### config.mk
export PLATFORM = sky130hd
export DESIGN_NAME = i2c_irq_unit
export DESIGN_NICKNAME = d
export VERILOG_FILES = /design/src/rtl/i2c_irq_pkg.sv /design/src/rtl/i2c_irq_regif.sv /design/src/rtl/i2c_irq_flags.sv /design/src/rtl/i2c_irq_prio.sv /design/src/rtl/i2c_irq_unit.sv
export SDC_FILE = /design/constraint.sdc
export NUM_CORES = 1
export LEC_CHECK = 0
export ABC_AREA = 1
export CORE_ASPECT_RATIO = 1.2
export CORE_UTILIZATION = 45
export CTS_BUF_LIST = sky130_fd_sc_hd__clkbuf_4 sky130_fd_sc_hd__clkbuf_8
export DETAILED_ROUTE_END_ITERATION = 7
export HOLD_SLACK_MARGIN = 0.03
export PLACE_DENSITY = 0.88
export SLEW_MARGIN = 20
export SYNTH_ARGS = -nofsm -noshare
export SYNTH_HDL_FRONTEND = slang
export SYNTH_SLANG_ARGS = --single-unit
### constraint.sdc
create_clock -name clk_i -period 2 [get_ports clk_i]
set_input_delay 0.2 -clock clk_i [delete_from_list [all_inputs] [get_ports clk_i]]
set_output_delay 0.2 -clock clk_i [all_outputs]
set_load 0.005 [all_outputs]
### src/rtl/i2c_irq_pkg.sv
package i2c_irq_pkg;
  localparam int unsigned REG_W  = 16;
  localparam int unsigned ADDR_W = 2;

  localparam int unsigned BIT_BUSY = 12;

  // sticky status positions and enable-capable positions
  localparam logic [REG_W-1:0] STICKY_MASK = 16'h6F1F;
  localparam logic [REG_W-1:0] ENABLE_MASK = 16'h601F;

  typedef enum logic [ADDR_W-1:0] {
    ADR_STAT = 2'd0,
    ADR_MASK = 2'd1,
    ADR_VEC  = 2'd2
  } reg_addr_e;

  typedef struct packed {
    logic rd_stat;
    logic wr_stat;
    logic rd_mask;
    logic wr_mask;
    logic rd_vec;
  } acc_t;
endpackage

### src/rtl/i2c_irq_regif.sv
module i2c_irq_regif
  import i2c_irq_pkg::*;
#(
  parameter int unsigned W  = REG_W,
  parameter int unsigned AW = ADDR_W
) (
  input  logic          req_i,
  input  logic          we_i,
  input  logic [AW-1:0] addr_i,
  input  logic [W-1:0]  stat_i,
  input  logic [W-1:0]  mask_i,
  input  logic [W-1:0]  vec_i,
  output acc_t          acc_o,
  output logic [W-1:0]  rdata_o
);
  always_comb begin
    acc_o = '0;
    if (req_i) begin
      unique case (addr_i)
        ADR_STAT: begin acc_o.wr_stat = we_i;  acc_o.rd_stat = !we_i; end
        ADR_MASK: begin acc_o.wr_mask = we_i;  acc_o.rd_mask = !we_i; end
        ADR_VEC:  acc_o.rd_vec = !we_i;
        default:  ;
      endcase
    end
  end

  always_comb begin
    rdata_o = '0;
    if (acc_o.rd_stat) rdata_o = stat_i;
    if (acc_o.rd_mask) rdata_o = mask_i;
    if (acc_o.rd_vec)  rdata_o = vec_i;
  end
endmodule

### src/rtl/i2c_irq_flags.sv
module i2c_irq_flags #(
  parameter int unsigned    W    = 16,
  parameter logic [W-1:0]   IMPL = '1
) (
  input  logic         clk_i,
  input  logic         rst_ni,
  input  logic [W-1:0] set_i,
  input  logic [W-1:0] clr_i,
  output logic [W-1:0] q_o
);
  for (genvar b = 0; b < W; b++) begin : g_bit
    if (IMPL[b]) begin : g_ff
      logic bit_q;
      // set has priority over clear
      always_ff @(posedge clk_i or negedge rst_ni) begin
        if (!rst_ni)        bit_q <= 1'b0;
        else if (set_i[b])  bit_q <= 1'b1;
        else if (clr_i[b])  bit_q <= 1'b0;
      end
      assign q_o[b] = bit_q;
    end else begin : g_tie
      assign q_o[b] = 1'b0;
    end
  end
endmodule

### src/rtl/i2c_irq_prio.sv
module i2c_irq_prio #(
  parameter int unsigned N      = 5,
  localparam int unsigned CODE_W = $clog2(N + 1)
) (
  input  logic [N-1:0]      src_i,
  output logic [CODE_W-1:0] code_o,
  output logic [N-1:0]      hit_o
);
  // lowest index wins
  always_comb begin
    code_o = '0;
    hit_o  = '0;
    for (int i = N - 1; i >= 0; i--) begin
      if (src_i[i]) begin
        code_o   = CODE_W'(i + 1);
        hit_o    = '0;
        hit_o[i] = 1'b1;
      end
    end
  end
endmodule

### src/rtl/i2c_irq_unit.sv
module i2c_irq_unit
  import i2c_irq_pkg::*;
#(
  parameter int unsigned VEC_N = 5
) (
  input  logic              clk_i,
  input  logic              rst_ni,
  input  logic [REG_W-1:0]  evt_i,
  input  logic              bus_busy_i,
  input  logic              req_i,
  input  logic              we_i,
  input  logic [ADDR_W-1:0] addr_i,
  input  logic [REG_W-1:0]  wdata_i,
  output logic [REG_W-1:0]  rdata_o,
  output logic              irq_o
);
  localparam int unsigned CODE_W = $clog2(VEC_N + 1);

  acc_t             acc;
  logic [REG_W-1:0] st_q, en_q, stat_view, vec_view;
  logic [REG_W-1:0] set_v, clr_v, vec_clr;
  logic [CODE_W-1:0] vec_code;
  logic [VEC_N-1:0]  vec_hit;

  i2c_irq_regif #(.W(REG_W), .AW(ADDR_W)) u_regif (
    .req_i   (req_i),
    .we_i    (we_i),
    .addr_i  (addr_i),
    .stat_i  (stat_view),
    .mask_i  (en_q),
    .vec_i   (vec_view),
    .acc_o   (acc),
    .rdata_o (rdata_o)
  );

  i2c_irq_prio #(.N(VEC_N)) u_prio (
    .src_i  (st_q[VEC_N-1:0]),
    .code_o (vec_code),
    .hit_o  (vec_hit)
  );

  always_comb begin
    vec_clr = '0;
    if (acc.rd_vec) vec_clr[VEC_N-1:0] = vec_hit;
  end

  assign set_v = evt_i & STICKY_MASK;
  assign clr_v = (acc.wr_stat ? wdata_i : '0) | vec_clr;

  i2c_irq_flags #(.W(REG_W), .IMPL(STICKY_MASK)) u_flags (
    .clk_i  (clk_i),
    .rst_ni (rst_ni),
    .set_i  (set_v),
    .clr_i  (clr_v),
    .q_o    (st_q)
  );

  always_ff @(posedge clk_i or negedge rst_ni) begin
    if (!rst_ni)          en_q <= '0;
    else if (acc.wr_mask) en_q <= wdata_i & ENABLE_MASK;
  end

  always_comb begin
    stat_view = st_q;
    stat_view[BIT_BUSY] = bus_busy_i;
  end

  assign vec_view = REG_W'(vec_code);
  assign irq_o    = |(st_q & en_q);
endmodule

Word level (Yosys, flattened, before mapping):

Cells that the tools add are included.

* memory bits (read-only): 0
* input port bits: 39
* word-level logic and storage cells: 71
* RAM bits: 0
* memories kept: 0
* latch bits: 0
* register bits after elaboration: 18

* equal/unequal tests: 2
* magnitude comparators: 0
* div/mod/pow operators: 0
* shift operators: 0
* mux-type cells: 41
* reduce and logical (&&, ||, !) cells: 14
* $add $sub $neg: 0
* bitwise gates (word level): 2
* multiply operators: 0

Operators by type and width (number)
* 2-to-1 mux 15 bit: 4
* 2-to-1 mux 5 bit: 7
* 2-to-1 mux 1 bit: 23
* nonzero test 2 bit: 11
* OR reduction 16 bit: 1
* AND 15 bit: 1
* 2-to-1 mux 3 bit: 5
* OR 15 x 5 -> 15 bit: 1
* 2-to-1 mux 2 bit: 2
* == test 2 x 1 -> 1 bit (second input constant): 1
* == test 2 bit (second input constant): 1
* zero test 2 bit: 1
* zero test 1 bit: 1

Logic depth before layout (Yosys ltp):

* word-level depth: 9
* depth in mapped cells: 7
* mapped depth without buffers: 7

Modules after synthesis:

A second synthesis with hierarchy kept.

* cells, all modules: 258
* area, all modules: 1606.5 um^2

Modules (own cells, without submodules)
* i2c_irq_flags: cells each 72, area an instance 564.3 um^2, instances 1
* i2c_irq_unit: cells each 83, area an instance 504.2 um^2, instances 1
* i2c_irq_regif: cells each 88, area an instance 469.2 um^2, instances 1
* i2c_irq_prio: cells each 15, area an instance 68.8 um^2, instances 1

Least setup slack after synthesis:

OpenSTA, ideal clock, no wires.

* path type: reg-to-output
* start point: register u_flags.g_bit[0].g_ff.bit_q
* end point: output port rdata_o[2]
* arrival time: 0.781 ns
* buffers on the path: 0
* cell stages (with the launch flop): 4
* path slack: 1.019 ns
* cell sequence: dfrtp_1 nor2_1 nand4_1 nand2_1

* cells in the longest elaborated chain, start to end: 2

Ends and longest elaborated chain
* start: declaration: RTL line i2c_irq_flags.sv:13 `logic bit_q;`
* start signal: assignment: RTL line i2c_irq_flags.sv:16 `if (!rst_ni) bit_q <= 1'b0;`
* start signal: assignment: RTL line i2c_irq_flags.sv:17 `else if (set_i[b]) bit_q <= 1'b1;`
* start signal: assignment: RTL line i2c_irq_flags.sv:18 `else if (clr_i[b]) bit_q <= 1'b0;`
* 2-to-1 mux 3 bit: RTL line i2c_irq_prio.sv:14 `if (src_i[i]) begin`
* 2-to-1 mux 15 bit: RTL line i2c_irq_regif.sv:32 `if (acc_o.rd_vec) rdata_o = vec_i;`
* end: declaration: RTL line i2c_irq_unit.sv:14 `output logic [REG_W-1:0] rdata_o,`

No other way between the ends.

Final worst setup path:

* start point: register u_flags.g_bit[3].g_ff.bit_q
* end point: output port rdata_o[0]

* cells in the longest elaborated chain, start to end: 5

Ends and longest elaborated chain (RTL line)
* start: declaration: i2c_irq_flags.sv:13
* start signal: assignment: i2c_irq_flags.sv:16
* start signal: assignment: i2c_irq_flags.sv:17
* start signal: assignment: i2c_irq_flags.sv:18
* 2-to-1 mux 3 bit (4 in a row): i2c_irq_prio.sv:14
* 2-to-1 mux 15 bit: i2c_irq_regif.sv:32

No other way between the ends.

==> impl_metrics.env <==
export IMPL_critPathMaxFanout=3
export IMPL_place_congestion=0.919
export IMPL_htree_num_levels=1
export IMPL_critPathKind="reg -> out"
export IMPL_num_io_pins=56
export IMPL_wire_per_inst_um=10.8
export IMPL_p_leak_uw=0.000893
export IMPL_cp_common_cell="nand2_1"
export IMPL_crit_family="buffers and inverters"
export IMPL_ff2ff_setup_slack_ps=1000
export IMPL_cellPowerDensity_nw_per_um2=520
export IMPL_finalPower_uw=864
export IMPL_drv_cap=0
export IMPL_fin_area_um2=1660
export IMPL_finClkSkew_ps=2.02
export IMPL_synth_top_family_by_area="simple AND/OR/NAND/NOR gates"
export IMPL_final_antenna_net_count=0
export IMPL_wirelength_um=2610
export IMPL_die_w_um=48.1
export IMPL_first_iter_violations=14
export IMPL_design_die_area_um2=2760
export IMPL_nets=251
export IMPL_clock_sinks=18
export IMPL_cts_buffers=3
export IMPL_crit_end="rdata_o[0]"
export IMPL_path_depth=8
export IMPL_startpoint_type="flop"
export IMPL_crit_chain="inv_1 > nand2_1 > nand2_1 > nand2_1 > nand2_1 > nand2_1 > nand2_1 > clkdlybuf4s50_1"
export IMPL_synth_mux_area_frac=0
export IMPL_die_y_um=57.4
export IMPL_synth_async_sr_flop_share=1.00
export IMPL_avgSynthCellArea_um2=7.10
export IMPL_netlist_cell_type_count=20
export IMPL_diodes=0
export IMPL_r2r_start="u_flags.g_bit[3].g_ff.bit_q"
export IMPL_grt_pass1_vias=1076
export IMPL_hp_class="in -> async"
export IMPL_clk_pin_slew_ps=100
export IMPL_synth_compound_area_frac=0.132
export IMPL_cts_root_buffer_cell="clkbuf_4"
export IMPL_cp_required_ps=1800
export IMPL_ff2ff_path_depth=6
export IMPL_ys_top_cells_by_area="dfrtp_1 39%, nand2_1 18%, inv_1 10%, o21ai_2 5.3%, nor2_1 4.2%"
export IMPL_dr_pass1_iters=4
export IMPL_critical_path_buf_inv_count=2
export IMPL_cts_tree="yes"
export IMPL_setup_ws_ps=163
export IMPL_grt_max_degree=19
export IMPL_yosys_area_top_type="dfrtp_1"
export IMPL_finalMaxSlewViolations=0
export IMPL_fmax_ghz=0.544
export IMPL_r2r_end="u_flags.g_bit[4].g_ff.bit_q"
export IMPL_crit_path_max_incr_delay_ps=490
export IMPL_grt_total_usage=0.210
export IMPL_cp_end_kind="output pin"
export IMPL_dp_slack_ps=0.251
export IMPL_routed_via_density=4.60
export IMPL_placed_cell_area_um2=1610
export IMPL_vias=1112
export IMPL_synth_flop_cell="dfrtp_1"
export IMPL_setup_viol=0
export IMPL_core_um2=2350
export IMPL_area_growth_pct=44.5
export IMPL_drc=0
export IMPL_status="finished clean"
export IMPL_synthSimpleGateAreaFrac=0.331
export IMPL_portBuffers=41
export IMPL_fin_setup_tns_ps=0
export IMPL_ys_seq_area_frac=0.392
export IMPL_arrival_ps=1640
export IMPL_grt_pass1_wl_um=4240
export IMPL_rows=19
export IMPL_cts_buffer_depth=2
export IMPL_synthCells=162
export IMPL_finish_utilization=0.706
export IMPL_synth_edff_count=0
export IMPL_post_route_period_util=0.918
export IMPL_antenna_found_initial=0
export IMPL_cp_slowest_cell="clkdlybuf4s50_1"
export IMPL_yosys_area_share_adder=0
export IMPL_grt_overflow=0
export IMPL_ys_ff_latch=18
export IMPL_synth_top_area_share=0.392
export IMPL_hpwl_um=2070
export IMPL_synth_xor_xnor_area_share=0
export IMPL_start_util=0.489
export IMPL_clk_insertion_delay_late_ps=300
export IMPL_drive_above_1_share=0.137
export IMPL_rsz0062_at_grt="no"
export IMPL_yosys_warnings=0
export IMPL_vdd_drop_max_mv=0.438
export IMPL_syn_cell_area_um2=1150
export IMPL_startpoint="u_flags.g_bit[3].g_ff.bit_q"
export IMPL_period_needed_ps=1840
export IMPL_finalHoldViolCount=0
-- synth_stat cells (2+ instances only) --
cell      count
nor2_1       13
dfrtp_1      18
nand2_1      55
nand3_1       6
nand4_1       2
o21ai_2       7
nor2_4        3
a21o_1        4
o21bai_1      3
buf_4         4
inv_1        31
nand2_2       4
o21ai_0       5
-- worst register-to-register path, stage by stage, from the launching register on --
cell and delay (ps):
dfrtp_1 410, inv_1 100, nand2_1 70, nor2_1 90, nand3_1 80, nand2_1 90
nand2_1 50
-- stage by stage --
| step | cells | hold WS [ps] |
|---|---|---|
| 3_5_place_dp | 237 | 468 |
| 2_1_floorplan | 165 | -95.6 |
| 3_3_place_gp | 237 | 462 |
| 6_report | 242 | 213 |
| 4_1_cts | 241 | 217 |
| 5_1_grt | 242 | 241 |
-- power breakdown --
part           leakage, uW  switching [uW]  internal (uW)
sequential        0.000187            26.2            396
combinational     0.000685            96.9            116
clock            0.0000210             117            111
total             0.000893             241            623
-- area by class of cell --
class	count	area, um^2
Fill cell	180	692
Multi-Input combinational cell	110	549
Timing Repair Buffer	47	464
Sequential cell	18	450
Inverter	32	123
Tap cell	31	38.8
Clock buffer	4	36.3
-- registers in the layout, indices dropped and copies added (netlist names) --
| name | flops |
|---|---|
| en_q | 7 |
| u_flags.g_bit.g_ff.bit_q | 11 |
-- timing repair --
item                                    CTS  global route
gates resized for setup                   2             5
endpoints found under the setup margin    2            11
hold buffers                              0             0
pin swaps                                 1             1
setup buffers                             0             1
-- worst min-delay path by stage --
stage                     depth (start not counted)  slack (ps)                        start                      endpoint
after floorplan                                   0        -100                       rst_ni                       en_q[0]
after global placement                            1         460  u_flags.g_bit[8].g_ff.bit_q   u_flags.g_bit[8].g_ff.bit_q
after detailed placement                          1         470  u_flags.g_bit[8].g_ff.bit_q   u_flags.g_bit[8].g_ff.bit_q
after CTS                                         2         220                       rst_ni                       en_q[1]
after global routing                              2         240                       rst_ni  u_flags.g_bit[14].g_ff.bit_q
final                                             2         210                       rst_ni                       en_q[1]
-- metal layers --
| layer | up-vias | global-route usage | wire length, um |
|---|---|---|---|
| met3 | 2 | 0.0285 | 93 |
| met4 | 0 | 0.0516 | 17 |
| li1 | 575 | - | - |
| met5 | - | 0 | 0 |
| met1 | 503 | 0.264 | 1060 |
| met2 | 32 | 0.364 | 1440 |
-- layout by cell type, fill, tap and decap left out, types with 3 or more instances in the layout --
master | Yosys | layout
dlymetal6s2s_1 | 0 | 4
clkbuf_4 | 0 | 3
nor2_1 | 13 | 12
nand2_1 | 55 | 55
clkdlybuf4s50_1 | 0 | 36
dfrtp_1 | 18 | 18
o21bai_1 | 3 | 3
o21ai_2 | 7 | 7
inv_1 | 31 | 30
buf_4 | 4 | 6
nor2_4 | 3 | 3
conb_1 | 1 | 4
a21o_1 | 4 | 4
o21ai_0 | 5 | 5
nand2_2 | 4 | 4
nand3_1 | 6 | 6
-- logic make-up (layout without fill, tap and decap cells) --
logic type      after synthesis  count (layout)
simple gates                 85              85
buf+inv                      37              83
flops                        18              18
compound gates               21              21
other cells                   1               4
Note: power is estimated with default switching activity, not from simulation.
